$ cat src/rtl/tach_pkg.sv
package tach_pkg;
  localparam int REG_AW = 4;
  localparam int RES_DONE_BIT = 31;
  localparam int RES_CNT_BITS = 20;
  localparam int CH_EN_BASE = 16;
  localparam logic [31:0] TYPE_WR_MASK = 32'hFFFF_003F;

  typedef enum logic [REG_AW-1:0] {
    A_CTRL      = 4'd0,
    A_TYPE0     = 4'd1,
    A_TYPE1     = 4'd2,
    A_TYPE2     = 4'd3,
    A_SRC_LO    = 4'd4,
    A_SRC_HI    = 4'd5,
    A_PORT_TYPE = 4'd6,
    A_TRIG      = 4'd7,
    A_RESULT    = 4'd8
  } reg_addr_e;

  typedef enum logic [1:0] {
    EDGE_FALL = 2'b00,
    EDGE_RISE = 2'b01,
    EDGE_BOTH = 2'b10,
    EDGE_RSVD = 2'b11
  } edge_mode_e;

  typedef struct packed {
    logic [15:0] unit;
    logic [9:0]  rsvd;
    edge_mode_e  mode;
    logic [2:0]  div;
    logic        en;
  } type_word_t;
endpackage

$ cat src/rtl/tach_edge_sync.sv
module tach_edge_sync #(
  parameter int NCH    = 16,
  parameter int STAGES = 2
) (
  input  logic           clk,
  input  logic           rst_n,
  input  logic [NCH-1:0] tach_in,
  output logic [NCH-1:0] rise,
  output logic [NCH-1:0] fall
);
  for (genvar g = 0; g < NCH; g++) begin : g_ch
    logic [STAGES-1:0] sh;
    logic              prev;
    always_ff @(posedge clk or negedge rst_n) begin
      if (!rst_n) begin
        sh   <= '0;
        prev <= 1'b0;
      end else begin
        sh   <= {sh[STAGES-2:0], tach_in[g]};
        prev <= sh[STAGES-1];
      end
    end
    assign rise[g] = sh[STAGES-1] & ~prev;
    assign fall[g] = ~sh[STAGES-1] & prev;
  end
endmodule

$ cat src/rtl/tach_meas_engine.sv
module tach_meas_engine
  import tach_pkg::*;
#(
  parameter int CNT_W = 20
) (
  input  logic             clk,
  input  logic             rst_n,
  input  logic             restart,
  input  logic             arm,
  input  edge_mode_e       mode,
  input  logic [2:0]       div,
  input  logic             rise_ev,
  input  logic             fall_ev,
  output logic             busy,
  output logic             done,
  output logic [CNT_W-1:0] count
);
  localparam int PRE_W = 17;
  localparam logic [CNT_W-1:0] CNT_MAX = {CNT_W{1'b1}};

  typedef enum logic [1:0] {S_IDLE, S_WAIT, S_RUN} st_e;
  st_e              st;
  edge_mode_e       mode_q;
  logic [2:0]       div_q;
  logic [PRE_W-1:0] pre;
  logic [PRE_W-1:0] lim_m1;
  logic             ev;

  assign lim_m1 = (PRE_W'(4) << (2 * div_q)) - PRE_W'(1);

  always_comb begin
    unique case (mode_q)
      EDGE_FALL: ev = fall_ev;
      EDGE_RISE: ev = rise_ev;
      EDGE_BOTH: ev = rise_ev | fall_ev;
      default:   ev = 1'b0;
    endcase
  end

  always_ff @(posedge clk or negedge rst_n) begin
    if (!rst_n) begin
      st     <= S_IDLE;
      done   <= 1'b0;
      count  <= '0;
      pre    <= '0;
      mode_q <= EDGE_FALL;
      div_q  <= '0;
    end else if (restart) begin
      st     <= arm ? S_WAIT : S_IDLE;
      done   <= 1'b0;
      count  <= '0;
      pre    <= '0;
      mode_q <= mode;
      div_q  <= div;
    end else if (st != S_IDLE) begin
      if (ev) begin
        if (st == S_WAIT) begin
          st    <= S_RUN;
          count <= '0;
          pre   <= PRE_W'(1);
        end else begin
          st   <= S_IDLE;
          done <= 1'b1;
        end
      end else if (pre == lim_m1) begin
        pre   <= '0;
        count <= count + CNT_W'(1);
        if (count == CNT_MAX - CNT_W'(1)) begin
          st   <= S_IDLE;
          done <= 1'b1;
        end
      end else begin
        pre <= pre + PRE_W'(1);
      end
    end
  end

  assign busy = (st != S_IDLE);
endmodule

$ cat src/rtl/fan_tach_meas.sv
module fan_tach_meas
  import tach_pkg::*;
#(
  parameter int NCH    = 16,
  parameter int NPORT  = 8,
  parameter int NTYPES = 3,
  parameter int CNT_W  = 20,
  parameter int SYNC_N = 2
) (
  input  logic              clk,
  input  logic              rst_n,
  input  logic [NCH-1:0]    tach_in,
  input  logic              wr_en,
  input  logic [REG_AW-1:0] wr_addr,
  input  logic [31:0]       wr_data,
  input  logic [REG_AW-1:0] rd_addr,
  output logic [31:0]       rd_data
);
  localparam int CH_W = $clog2(NCH);

  logic [NCH-1:0]     en_q;
  logic [2*NCH-1:0]   src_lo_q;
  logic [NCH-1:0]     src_hi_q;
  logic [2*NPORT-1:0] port_type_q;
  logic [NCH-1:0]     trig_q;
  logic [CH_W-1:0]    ch_q;
  type_word_t         type_q [NTYPES];

  logic               trig_wr;
  logic [CH_W-1:0]    sel_idx;
  logic [2:0]         src_sel;
  logic [1:0]         ptype;
  logic               sel_en;
  edge_mode_e         sel_mode;
  logic [2:0]         sel_div;
  logic               start;
  logic [NCH-1:0]     rise_v, fall_v;
  logic               busy, done;
  logic [CNT_W-1:0]   count;

  assign trig_wr = wr_en && (wr_addr == A_TRIG);

  always_comb begin
    sel_idx = '0;
    for (int c = 0; c < NCH; c++)
      if (wr_data[c]) sel_idx = CH_W'(c);
  end

  assign src_sel = {src_hi_q[sel_idx], src_lo_q[{sel_idx, 1'b0} +: 2]};
  assign ptype   = port_type_q[{src_sel, 1'b0} +: 2];

  always_comb begin
    sel_en   = 1'b0;
    sel_mode = EDGE_FALL;
    sel_div  = '0;
    for (int t = 0; t < NTYPES; t++) begin
      if (ptype == 2'(t)) begin
        sel_en   = type_q[t].en;
        sel_mode = type_q[t].mode;
        sel_div  = type_q[t].div;
      end
    end
  end

  assign start = trig_wr && $onehot(wr_data[NCH-1:0]) && en_q[sel_idx] && sel_en;

  always_ff @(posedge clk or negedge rst_n) begin
    if (!rst_n) begin
      en_q        <= '0;
      src_lo_q    <= '0;
      src_hi_q    <= '0;
      port_type_q <= '0;
      trig_q      <= '0;
      ch_q        <= '0;
      for (int t = 0; t < NTYPES; t++) type_q[t] <= '0;
    end else if (wr_en) begin
      unique case (wr_addr)
        A_CTRL:      en_q        <= wr_data[CH_EN_BASE +: NCH];
        A_SRC_LO:    src_lo_q    <= wr_data[2*NCH-1:0];
        A_PORT_TYPE: port_type_q <= wr_data[2*NPORT-1:0];
        A_SRC_HI:
          for (int c = 0; c < NCH; c++) src_hi_q[c] <= wr_data[2*c];
        A_TRIG: begin
          trig_q <= wr_data[NCH-1:0];
          ch_q   <= sel_idx;
        end
        default:
          for (int t = 0; t < NTYPES; t++)
            if (wr_addr == A_TYPE0 + REG_AW'(t))
              type_q[t] <= type_word_t'(wr_data & TYPE_WR_MASK);
      endcase
    end
  end

  tach_edge_sync #(.NCH(NCH), .STAGES(SYNC_N)) u_sync (
    .clk(clk), .rst_n(rst_n), .tach_in(tach_in), .rise(rise_v), .fall(fall_v)
  );

  tach_meas_engine #(.CNT_W(CNT_W)) u_eng (
    .clk(clk), .rst_n(rst_n), .restart(trig_wr), .arm(start),
    .mode(sel_mode), .div(sel_div),
    .rise_ev(rise_v[ch_q]), .fall_ev(fall_v[ch_q]),
    .busy(busy), .done(done), .count(count)
  );

  always_comb begin
    rd_data = '0;
    unique case (rd_addr)
      A_CTRL:      rd_data[CH_EN_BASE +: NCH] = en_q;
      A_SRC_LO:    rd_data[2*NCH-1:0] = src_lo_q;
      A_PORT_TYPE: rd_data[2*NPORT-1:0] = port_type_q;
      A_SRC_HI:
        for (int c = 0; c < NCH; c++) rd_data[2*c] = src_hi_q[c];
      A_TRIG:      rd_data[NCH-1:0] = trig_q;
      A_RESULT: begin
        rd_data[RES_DONE_BIT] = done;
        rd_data[RES_CNT_BITS-1:0] = RES_CNT_BITS'(count);
      end
      default:
        for (int t = 0; t < NTYPES; t++)
          if (rd_addr == A_TYPE0 + REG_AW'(t)) rd_data = type_q[t];
    endcase
  end
endmodule

$ cat config.mk
export PLATFORM = sky130hd
export DESIGN_NAME = fan_tach_meas
export DESIGN_NICKNAME = d
export VERILOG_FILES = /design/src/rtl/tach_pkg.sv /design/src/rtl/tach_edge_sync.sv /design/src/rtl/tach_meas_engine.sv /design/src/rtl/fan_tach_meas.sv
export SDC_FILE = /design/constraint.sdc
export NUM_CORES = 1
export LEC_CHECK = 0
export BUFFER_PORTS_ARGS = -buffer_cell sky130_fd_sc_hd__buf_2
export CAP_MARGIN = 20
export CORE_MARGIN = 5
export CORE_UTILIZATION = 55
export CTS_CLUSTER_SIZE = 28
export DETAILED_ROUTE_END_ITERATION = 8
export PLACE_DENSITY = 0.71
export SYNTH_ARGS = -nofsm -noshare
export SYNTH_HDL_FRONTEND = slang
export SYNTH_HIERARCHICAL = 1
export SYNTH_SLANG_ARGS = --single-unit
$ cat constraint.sdc
create_clock -name clk -period 10.2 [get_ports clk]
set_clock_uncertainty 0.2 [all_clocks]
set_input_delay 1.53 -clock clk [delete_from_list [all_inputs] [get_ports clk]]
set_output_delay 1.53 -clock clk [all_outputs]
set_load 0.01 [all_outputs]
## After elaboration in Yosys (flattened, before gate mapping)

Cells that the tools add are included.

- Register bits: 259
- Output and inout port bits: 32
- Logic and storage cells: 291

- Reductions and logical operators: 30
- $add $sub $neg: 18
- Order comparisons: 2
- Shifts and indexed selects: 3
- Equality and inequality tests: 25
- Bitwise gates (word level): 66
- Mux-type cells: 91

Operators with widths:

| kind | number |
|---|---|
| 20-bit two-way mux | 5 |
| 32-bit two-way mux | 3 |
| 17-bit two-way mux | 5 |
| 1-bit one-hot mux with 5 select lines | 10 |
| 1-bit one-hot mux with 6 select lines | 8 |
| 4-bit two-way mux | 10 |
| 1-bit one-hot mux with 4 select lines | 9 |
| 1-bit inverter | 33 |
| 1-bit bitwise AND | 32 |
| 4-bit by 3-bit == test with 1-bit output (second input constant) | 8 |
| 32-bit by 6-bit indexed part select with 2-bit output | 1 |
| 2-bit two-way mux | 11 |
| 20-bit by 1-bit adder with 20-bit output (second input constant) | 1 |
| 20-bit == test (second input constant) | 1 |
| 1-bit one-hot mux with 3 select lines | 6 |
| 17-bit by 1-bit adder with 17-bit output (second input constant) | 1 |
| 17-bit == test | 1 |
| 3-bit by 4-bit << shifter with 17-bit output (first input constant) | 1 |
| 17-bit by 2-bit subtractor with 17-bit output (second input constant) | 1 |
| 1-bit by 1-bit adder with 2-bit output | 8 |
| 1-bit binary-select mux with 4-bit select | 4 |
| 4-bit by 2-bit == test with 1-bit output (second input constant) | 4 |
| 16-bit by 5-bit indexed part select with 2-bit output | 1 |
| 1-bit two-way mux | 15 |
| 24 further kinds | 56 |

## Logic depth before layout (Yosys ltp)

Gate-level depths: netlist (run 1).

- Word-level depth: 25
- Mapped depth: 17
- Mapped depth without buffers: 17

## By module

The synthesis (run 1) kept the hierarchy.

By module, submodules not included:

| module | area an instance (µm²) | cells each | times used |
|---|---|---|---|
| fan_tach_meas | 9,313.9 | 799 | 1 |
| tach_meas_engine | 2,917.8 | 328 | 1 |
| tach_edge_sync | 1,481.4 | 80 | 1 |

## Worst setup path after synthesis (run 1)

Ideal clock, no wire load.

- Path kind: input-to-reg
- Start point: in wr_data[11]
- End point: reg u_eng.st[0]
- Stages on the path: 16
- Library setup time: 0.095 ns
- Arrival time: 4.829 ns
- Slack: 5.076 ns
- Path through: fa_1 inv_1 fa_1 inv_1 fa_1 inv_1 fa_1 inv_1 ha_1 inv_1 fa_1 nor4bb_1 nand4_1 a21oi_1 nand2_1 o31ai_1

- Word-level cells in the longest chain between the ends: 15
- Elaborated cells on any way between the ends: 27
- Classes of those cells: add/sub: 4; eq/ne: 3; shift: 2; mux: 14; reduce/logical: 4

RTL lines:

| what | line | source |
|---|---|---|
| start, declared | fan_tach_meas.sv:15 | `input logic [31:0] wr_data,` |
| branches (longest 12 deep; another with 32-bit by 6-bit indexed part select with 2-bit output) | - |  |
| 1-bit logical AND * | fan_tach_meas.sv:65 | `assign start = trig_wr && $onehot(wr_data[NCH-1:0]) && en_q[sel_idx] && sel_en;` |
| via start | fan_tach_meas.sv:36 | `logic start;` |
| 1-bit two-way mux * | tach_meas_engine.sv:49 | `st <= arm ? S_WAIT : S_IDLE;` |
| 2-bit two-way mux * | tach_meas_engine.sv:48 | `end else if (restart) begin` |
| end signal, assigned | tach_meas_engine.sv:49 |  |
| end, declared | tach_meas_engine.sv:22 | `st_e st;` |

Mark *: on every way through the listed nets, which the timed path passes. The select of a mux whose other input is x is not followed.
A chain may end at the register's enable or synchronous reset.

## Worst setup path after layout (run 1)

- Start point: in rd_addr[1]
- End point: out rd_data[1]

- Word-level cells in the longest chain between the ends: 5
- Elaborated cells on any way between the ends: 14
- Classes of those cells: eq/ne: 8; mux: 4; reduce/logical: 2

RTL lines:

| what | line | source |
|---|---|---|
| start, declared | fan_tach_meas.sv:16 | `input logic [REG_AW-1:0] rd_addr,` |
| 4-bit by 1-bit == test with 1-bit output | fan_tach_meas.sv:121 | `if (rd_addr == A_TYPE0 + REG_AW'(t)) rd_data = type_q[t];` |
| 32-bit two-way mux (3 in a row) | fan_tach_meas.sv:121 |  |
| 1-bit one-hot mux with 5 select lines * | fan_tach_meas.sv:108 | `unique case (rd_addr)` |
| end, declared | fan_tach_meas.sv:17 | `output logic [31:0] rd_data` |

Mark *: on every way between the ends. The rest lies on a longest branch, timed or not.

==> flow_metrics.env, run 1 <==
export IMPL_fmax_ghz=0.179
export IMPL_first_iter_violations=1130
export IMPL_synth_edf_count=0
export IMPL_cp_end_kind="output pin"
export IMPL_grtUsageTotal_pct=25.5
export IMPL_crit_type="input port to output pin"
export IMPL_crit_buf_inv=3
export IMPL_path_max_fanout=32
export IMPL_cts_buffers=28
export IMPL_cts_resized=0
export IMPL_clk_latency_ps=570
export IMPL_critPathRequiredTime_ps=8470
export IMPL_finish_instance_area_mm2=0.0155
export IMPL_nets=1351
export IMPL_dr_total_vias=10385
export IMPL_clkSinkCount=259
export IMPL_cts_tree="yes"
export IMPL_hold_viol=0
export IMPL_root_buffer="clkbuf_16"
export IMPL_cts_hold_buffers=0
export IMPL_crit_path_max_incr_delay_ps=910
export IMPL_fp_dieW_um=168
export IMPL_synth_warnings=6
export IMPL_cp_top_family="buffers and inverters"
export IMPL_clock_path_buffers=3
export IMPL_start_util_pct=56.1
export IMPL_setup_viol=0
export IMPL_ys_seq_area_share_pct=47.3
export IMPL_detail_route_antenna_nets=0
export IMPL_antenna_found_initial=1
export IMPL_syn_avg_cell_area_um2=11.4
export IMPL_area_growth_synth_to_final_pct=13.2
export IMPL_worstMarginPinSlew_ps=1010
export IMPL_grt_pass1_wl_um=58300
export IMPL_ir_drop_uv=140
export IMPL_drv_slew=0
export IMPL_port_buffers=90
export IMPL_syn_num_nets=1285
export IMPL_power_per_cell_area_mw_per_mm2=208
export IMPL_h_tree_depth=1
export IMPL_dpl_cell_area_mm2=0.0145
export IMPL_firstDrtPassIters=8
export IMPL_cp_start_kind="input port"
export IMPL_synth_area_mm2=0.0137
export IMPL_grt_pass1_vias=10423
export IMPL_finalSetupTns_ps=0
export IMPL_rsz0062_at_grt="false"
export IMPL_cts_setup_buffers=0
export IMPL_core_area_mm2=0.0245
export IMPL_overflow=0
export IMPL_gp_congestion=0.915
export IMPL_arrival_ps=3840
export IMPL_p_leak_nw=6.81
export IMPL_via_per_inst=6.41
export IMPL_crit_path_frequent_cell="buf_2"
export IMPL_r2r_start="ch_q[0]$_DFFE_PN0P_"
export IMPL_hold_path_class="flop to flop"
export IMPL_synth_seq_cells=259
export IMPL_grt_start_max_net_pins=136
export IMPL_diodes=0
export IMPL_dieArea_mm2=0.0282
export IMPL_fin_crit_ps=5570
export IMPL_clk_pin_slew_ps=70
export IMPL_layout_common_cells="dfrtp_1, mux2_2, nand2_1"
export IMPL_cp_slowest_cell="nor3_2"
export IMPL_status="finished clean"
export IMPL_crit_chain="buf_2 -> nor3_2 -> buf_4 -> a222oi_1 -> o21ai_0 -> a21o_1 -> buf_2"
export IMPL_rows=57
export IMPL_hold_path_startpoint="u_sync/g_ch[13].sh[0]$_DFF_PN0_"
export IMPL_yosysUniqueCellTypes=85
export IMPL_critPathLaunch="rd_addr[1]"
export IMPL_ys_flop_type="dfrtp_1"
export IMPL_max_slew_margin_pct=32.7
export IMPL_io_pins=91
export IMPL_drive_gt1_share_pct=32.7
export IMPL_drc_errors=0
export IMPL_synth_cells=1207
export IMPL_die_height_um=168
export IMPL_final_common_cell="dfrtp_1"
export IMPL_finalCritPeriodShare_pct=54.6
export IMPL_wl_per_cell_um=22.4
export IMPL_max_cap_viol_count=0
export IMPL_drt_total_wl_um=36200
export IMPL_synthArstFlopShare_pct=100
export IMPL_hpwl_um=25000
[cell usage after synthesis (all sizes together), types with 6 or more instances]
cell type / n / area share [%]
dfrtp: 259 / 47
mux2: 183 / 15
nand2: 99 / 2.7
o21ai: 54 / 2.0
clkbuf: 50 / 1.4
nor2: 48 / 1.4
nand3: 41 / 1.5
a22oi: 39 / 2.1
and2b: 32 / 2.0
inv: 31 / 0.85
a222oi: 24 / 1.8
buf: 23 / 0.87
a21oi: 22 / 0.94
mux2i: 18 / 1.3
and3: 15 / 0.68
xnor2: 15 / 0.96
nand2b: 14 / 0.64
nor4: 14 / 0.79
o211ai: 14 / 0.77
mux4: 12 / 2.0
nand4: 12 / 0.55
nor3: 12 / 0.60
a211oi: 11 / 0.64
o311ai: 11 / 0.70
fa: 10 / 1.5
ha: 9 / 0.82
or4: 9 / 0.52
nor2b: 8 / 0.36
nor4b: 8 / 0.51
and2: 6 / 0.27
nand3b: 6 / 0.33
nor3b: 6 / 0.33
o2bb2ai: 6 / 0.38
o31a: 6 / 0.38
or2: 6 / 0.27
or3: 6 / 0.31
[kinds of logic (layout without fill, tap and decap cells)]
logic type	after synthesis	in the layout	synth area share, %
compound gates	236	236	13.0
xor+xnor	20	20	1.28
fa+ha+maj	19	19	2.28
buf+inv	104	192	3.08
flops	259	259	47.3
mux	213	213	18.3
simple gates	356	356	14.7
[metrics by stage]
stage / total power [mW] / worst slack [ps] / cells / utilization (%) / hold slack (ps)
6_report: 3.23 / 4630 / 1619 / 63.5 / 148
5_1_grt: 3.40 / 4590 / 1619 / 63.5 / 152
4_1_cts: 3.25 / 4750 / 1619 / 63.5 / 149
3_5_place_dp: 2.11 / 4530 / 1567 / 59.2 / 135
3_3_place_gp: 2.08 / 4580 / 1567 / 59.2 / 133
2_1_floorplan: 1.87 / 5080 / 1207 / - / 131
[area by class of cell]
| type | count | area (um^2) |
|---|---|---|
| clock buffers | 34 | 773 |
| well taps | 324 | 405 |
| clock inverters | 18 | 278 |
| inverters | 31 | 116 |
| flip-flops and latches | 259 | 6480 |
| fillers | 1919 | 8930 |
| multi-input cells | 844 | 6860 |
| repair buffers | 109 | 616 |
[metal layers]
layer	GRT usage, %	part of all wire, %
met3	4.95	9.0
met5	0	0.019
met1	37.5	43
met2	38.5	44
met4	8.01	3.3
[power by group]
part	total, mW	switching, mW	internal [mW]
sequential	1.38	0.179	1.20
combinational	0.719	0.357	0.362
clock	1.13	0.433	0.696
total	3.23	0.970	2.26
[sequential cells by signal (all words and copies together), names as in the netlist]
signal and flops:
u_sync/g_ch.sh 32, en_q 16, u_eng/div_q 3, u_sync/g_ch.prev 16, u_eng/pre 17, u_eng/count 20, src_hi_q 16, ch_q 4
port_type_q 16, u_eng/mode_q 2, u_eng/st 2, trig_q 16, u_eng/done 1, src_lo_q 32, type_q 66
[final timing paths]
| path | to | slack (ps) | depth (start not counted) |
|---|---|---|---|
| worst max-delay path | rd_data[1] | 4630 | 7 |
| worst min-delay path | u_sync/g_ch[13].sh[1]$_DFF_PN0_ | 150 | 0 |
| max in group asynchronous | en_q[11]$_DFFE_PN0P_ | 7740 | 2 |
| worst max register to register | u_eng/pre[2]$_DFFE_PN0P_ | 6010 | 8 |
| worst min register to register | u_sync/g_ch[13].sh[1]$_DFF_PN0_ | 150 | 0 |
| min in group asynchronous | u_eng/pre[13]$_DFFE_PN0P_ | 820 | 1 |
Power figures use the tool's default switching activity.
==> run 2, diff against run 1 <==
clock period = 5.7 ns   (was 10.2 ns; I/O delays follow)
==> run 2 against run 1 <==
Compared with the run above:
- worst setup slack worse by 3400 ps
- highest routed layer unchanged
- largest cell class unchanged
- cell count is 0.37% higher
- wire length rose by 1.2%
==> flow_metrics.env, run 2 (same netlist as run 1, synthesis figures left out) <==
export IMPL_status="finished clean"
export IMPL_finish_instance_area_mm2=0.0155
export IMPL_fin_crit_ps=4480
export IMPL_first_iter_violations=986
export IMPL_cp_end_kind="flop"
export IMPL_cts_tree="yes"
export IMPL_core_area_mm2=0.0245
export IMPL_clk_latency_ps=570
export IMPL_drt_total_wl_um=36600
export IMPL_area_growth_synth_to_final_pct=13.0
export IMPL_firstDrtPassIters=8
export IMPL_critPathRequiredTime_ps=5930
export IMPL_regMostFlops="type_q"
export IMPL_final_core_utilization_pct=63.3
export IMPL_gp_congestion=0.923
export IMPL_max_cap_viol_count=0
export IMPL_grtUsageTotal_pct=25.7
export IMPL_wl_per_cell_um=22.5
export IMPL_grt_pass1_vias=10441
export IMPL_fp_dieW_um=168
export IMPL_port_buffers=90
export IMPL_die_height_um=168
export IMPL_top_usage_layer="met2"
export IMPL_cp_start_kind="input port"
export IMPL_cts_buffers=28
export IMPL_layout_common_cells="dfrtp_1, mux2_2, nand2_1"
export IMPL_crit_cells=17
export IMPL_detail_route_antenna_nets=0
export IMPL_hold_viol=0
export IMPL_switching_share_pct=30.4
export IMPL_arrival_ps=4710
export IMPL_hold_path_class="flop to flop"
export IMPL_holdWs_ps=148
export IMPL_cts_resized=0
export IMPL_p_leak_nw=6.79
export IMPL_clk_pin_slew_ps=60
export IMPL_root_buffer="clkbuf_16"
export IMPL_use_met3_pct=5.67
export IMPL_crit_buf_inv=6
export IMPL_cp_slowest_cell="fa_1"
export IMPL_min_delay_path_depth=0
export IMPL_ff2ff_setup_slack_ps=1610
export IMPL_min_to="u_sync/g_ch[13].sh[1]$_DFF_PN0_"
export IMPL_clkSinkCount=259
export IMPL_r2r_end="u_eng/pre[10]$_DFFE_PN0P_"
export IMPL_path_max_fanout=14
export IMPL_hpwl_um=25500
export IMPL_largest_reg_flops=66
export IMPL_via_per_inst=6.39
export IMPL_fmax_ghz=0.223
export IMPL_finalCritPeriodShare_pct=78.6
export IMPL_p_int_mw=3.92
export IMPL_final_common_cell="dfrtp_1"
export IMPL_dr_total_vias=10385
export IMPL_top_regs="type_q (66), src_lo_q (32), u_sync/g_ch.sh (32)"
export IMPL_dpl_cell_area_mm2=0.0145
export IMPL_met1_usage_pct=37.1
export IMPL_grt_start_max_net_pins=128
export IMPL_p_seq_share_pct=44.0
export IMPL_io_pins=91
export IMPL_ff2ff_path_depth=8
export IMPL_drive_gt1_share_pct=32.6
export IMPL_cts_setup_buffers=0
export IMPL_dp_cells=1572
export IMPL_p_switching_mw=1.71
export IMPL_cp_top_family="adder cells"
export IMPL_antenna_found_initial=2
export IMPL_hold_path_startpoint="u_sync/g_ch[13].sh[0]$_DFF_PN0_"
export IMPL_overflow=0
export IMPL_ir_drop_uv=306
export IMPL_rows=57
export IMPL_worstMarginPinSlew_ps=1040
export IMPL_grt_pass1_wl_um=58700
export IMPL_clock_path_buffers=3
export IMPL_setup_viol=0
export IMPL_crit_chain="buf_2 -> fa_1 -> inv_1 -> fa_1 -> inv_1 -> fa_1 -> inv_1 -> fa_1 -> inv_1 -> ha_1 -> inv_1 -> fa_1 -> nor4bb_1 -> nand4_1 -> a21oi_1 -> nand2_1 -> o31ai_1"
export IMPL_dieArea_mm2=0.0282
export IMPL_start_util_pct=56.1
export IMPL_pwr_share_clk_pct=33.1
export IMPL_crit_path_max_incr_delay_ps=530
export IMPL_nets=1356
export IMPL_max_slew_margin_pct=30.7
export IMPL_finalSetupTns_ps=0
export IMPL_drc_errors=0
export IMPL_met2_usage_pct=39.6
export IMPL_cts_hold_buffers=0
export IMPL_power_per_cell_area_mw_per_mm2=364
export IMPL_fin_cells=1625
export IMPL_rsz0062_at_grt="false"
export IMPL_drv_slew=0
export IMPL_pwr_share_comb_pct=22.9
export IMPL_r2r_start="ch_q[0]$_DFFE_PN0P_"
export IMPL_h_tree_depth=1
export IMPL_crit_type="input port to flop"
[run 2: changes by cell type in the layout (fill, tap and decap cells not counted), sizes merged]
cell	previous run	this run
clkinv	8	5
bufinv	6	2
buf	109	114
diode	0	2
inv	33	31
clkbuf	34	42
[run 2: metal layers]
layer,vias to the layer above,part of all wire (%)
met5,-,0.019
met4,2,2.6
met3,70,7.9
met2,414,45
met1,5248,44
li1,4651,-
[run 2: final cells by class]
type,count,area (um^2)
Fill cell,1934,8970
Multi-Input combinational cell,844,6860
Sequential cell,259,6480
Clock buffer,42,843
Timing Repair Buffer,114,653
Tap cell,324,405
Clock inverter,9,129
Inverter,31,116
Antenna cell,2,5.00
[run 2: how the worst max path moves through the flow]
| stage | from | to | slack, ps |
|---|---|---|---|
| 2_1_floorplan | wr_data[11] | u_eng/st[0]$_DFFE_PN0P_ | 1250 |
| 3_5_place_dp | wr_data[13] | u_eng/st[0]$_DFFE_PN0P_ | 690 |
| 4_1_cts | wr_data[13] | u_eng/st[0]$_DFFE_PN0P_ | 1240 |
| 5_1_grt | wr_data[13] | u_eng/st[0]$_DFFE_PN0P_ | 1050 |
| 3_3_place_gp | wr_data[13] | u_eng/st[0]$_DFFE_PN0P_ | 780 |
| 6_report | wr_data[13] | u_eng/st[0]$_DFFE_PN0P_ | 1220 |
[run 2: metrics by stage]
step | worst slack [ps] | power (mW)
2_1_floorplan | 1250 | 3.35
3_3_place_gp | 780 | 3.73
3_5_place_dp | 688 | 3.78
4_1_cts | 1240 | 5.65
5_1_grt | 1050 | 5.92
6_report | 1220 | 5.63
[run 2: power by group through the flow]
stage	sequential, mW	clock, mW	combinational (mW)
after CTS	2.47	1.90	1.29
final	2.48	1.87	1.29
after detailed placement	2.50	0	1.28
after global placement	2.49	0	1.24
after floorplan	2.34	0	1.01
after global routing	2.51	1.98	1.42
[run 2: worst register-to-register path: stages, from the launching register on]
cell      delay [ps]
dfrtp_1          670
mux4_2           600
mux4_2           490
nor2b_1          160
a21oi_1          510
a211oi_2         330
buf_4            290
a21oi_2          540
nor2_1           130
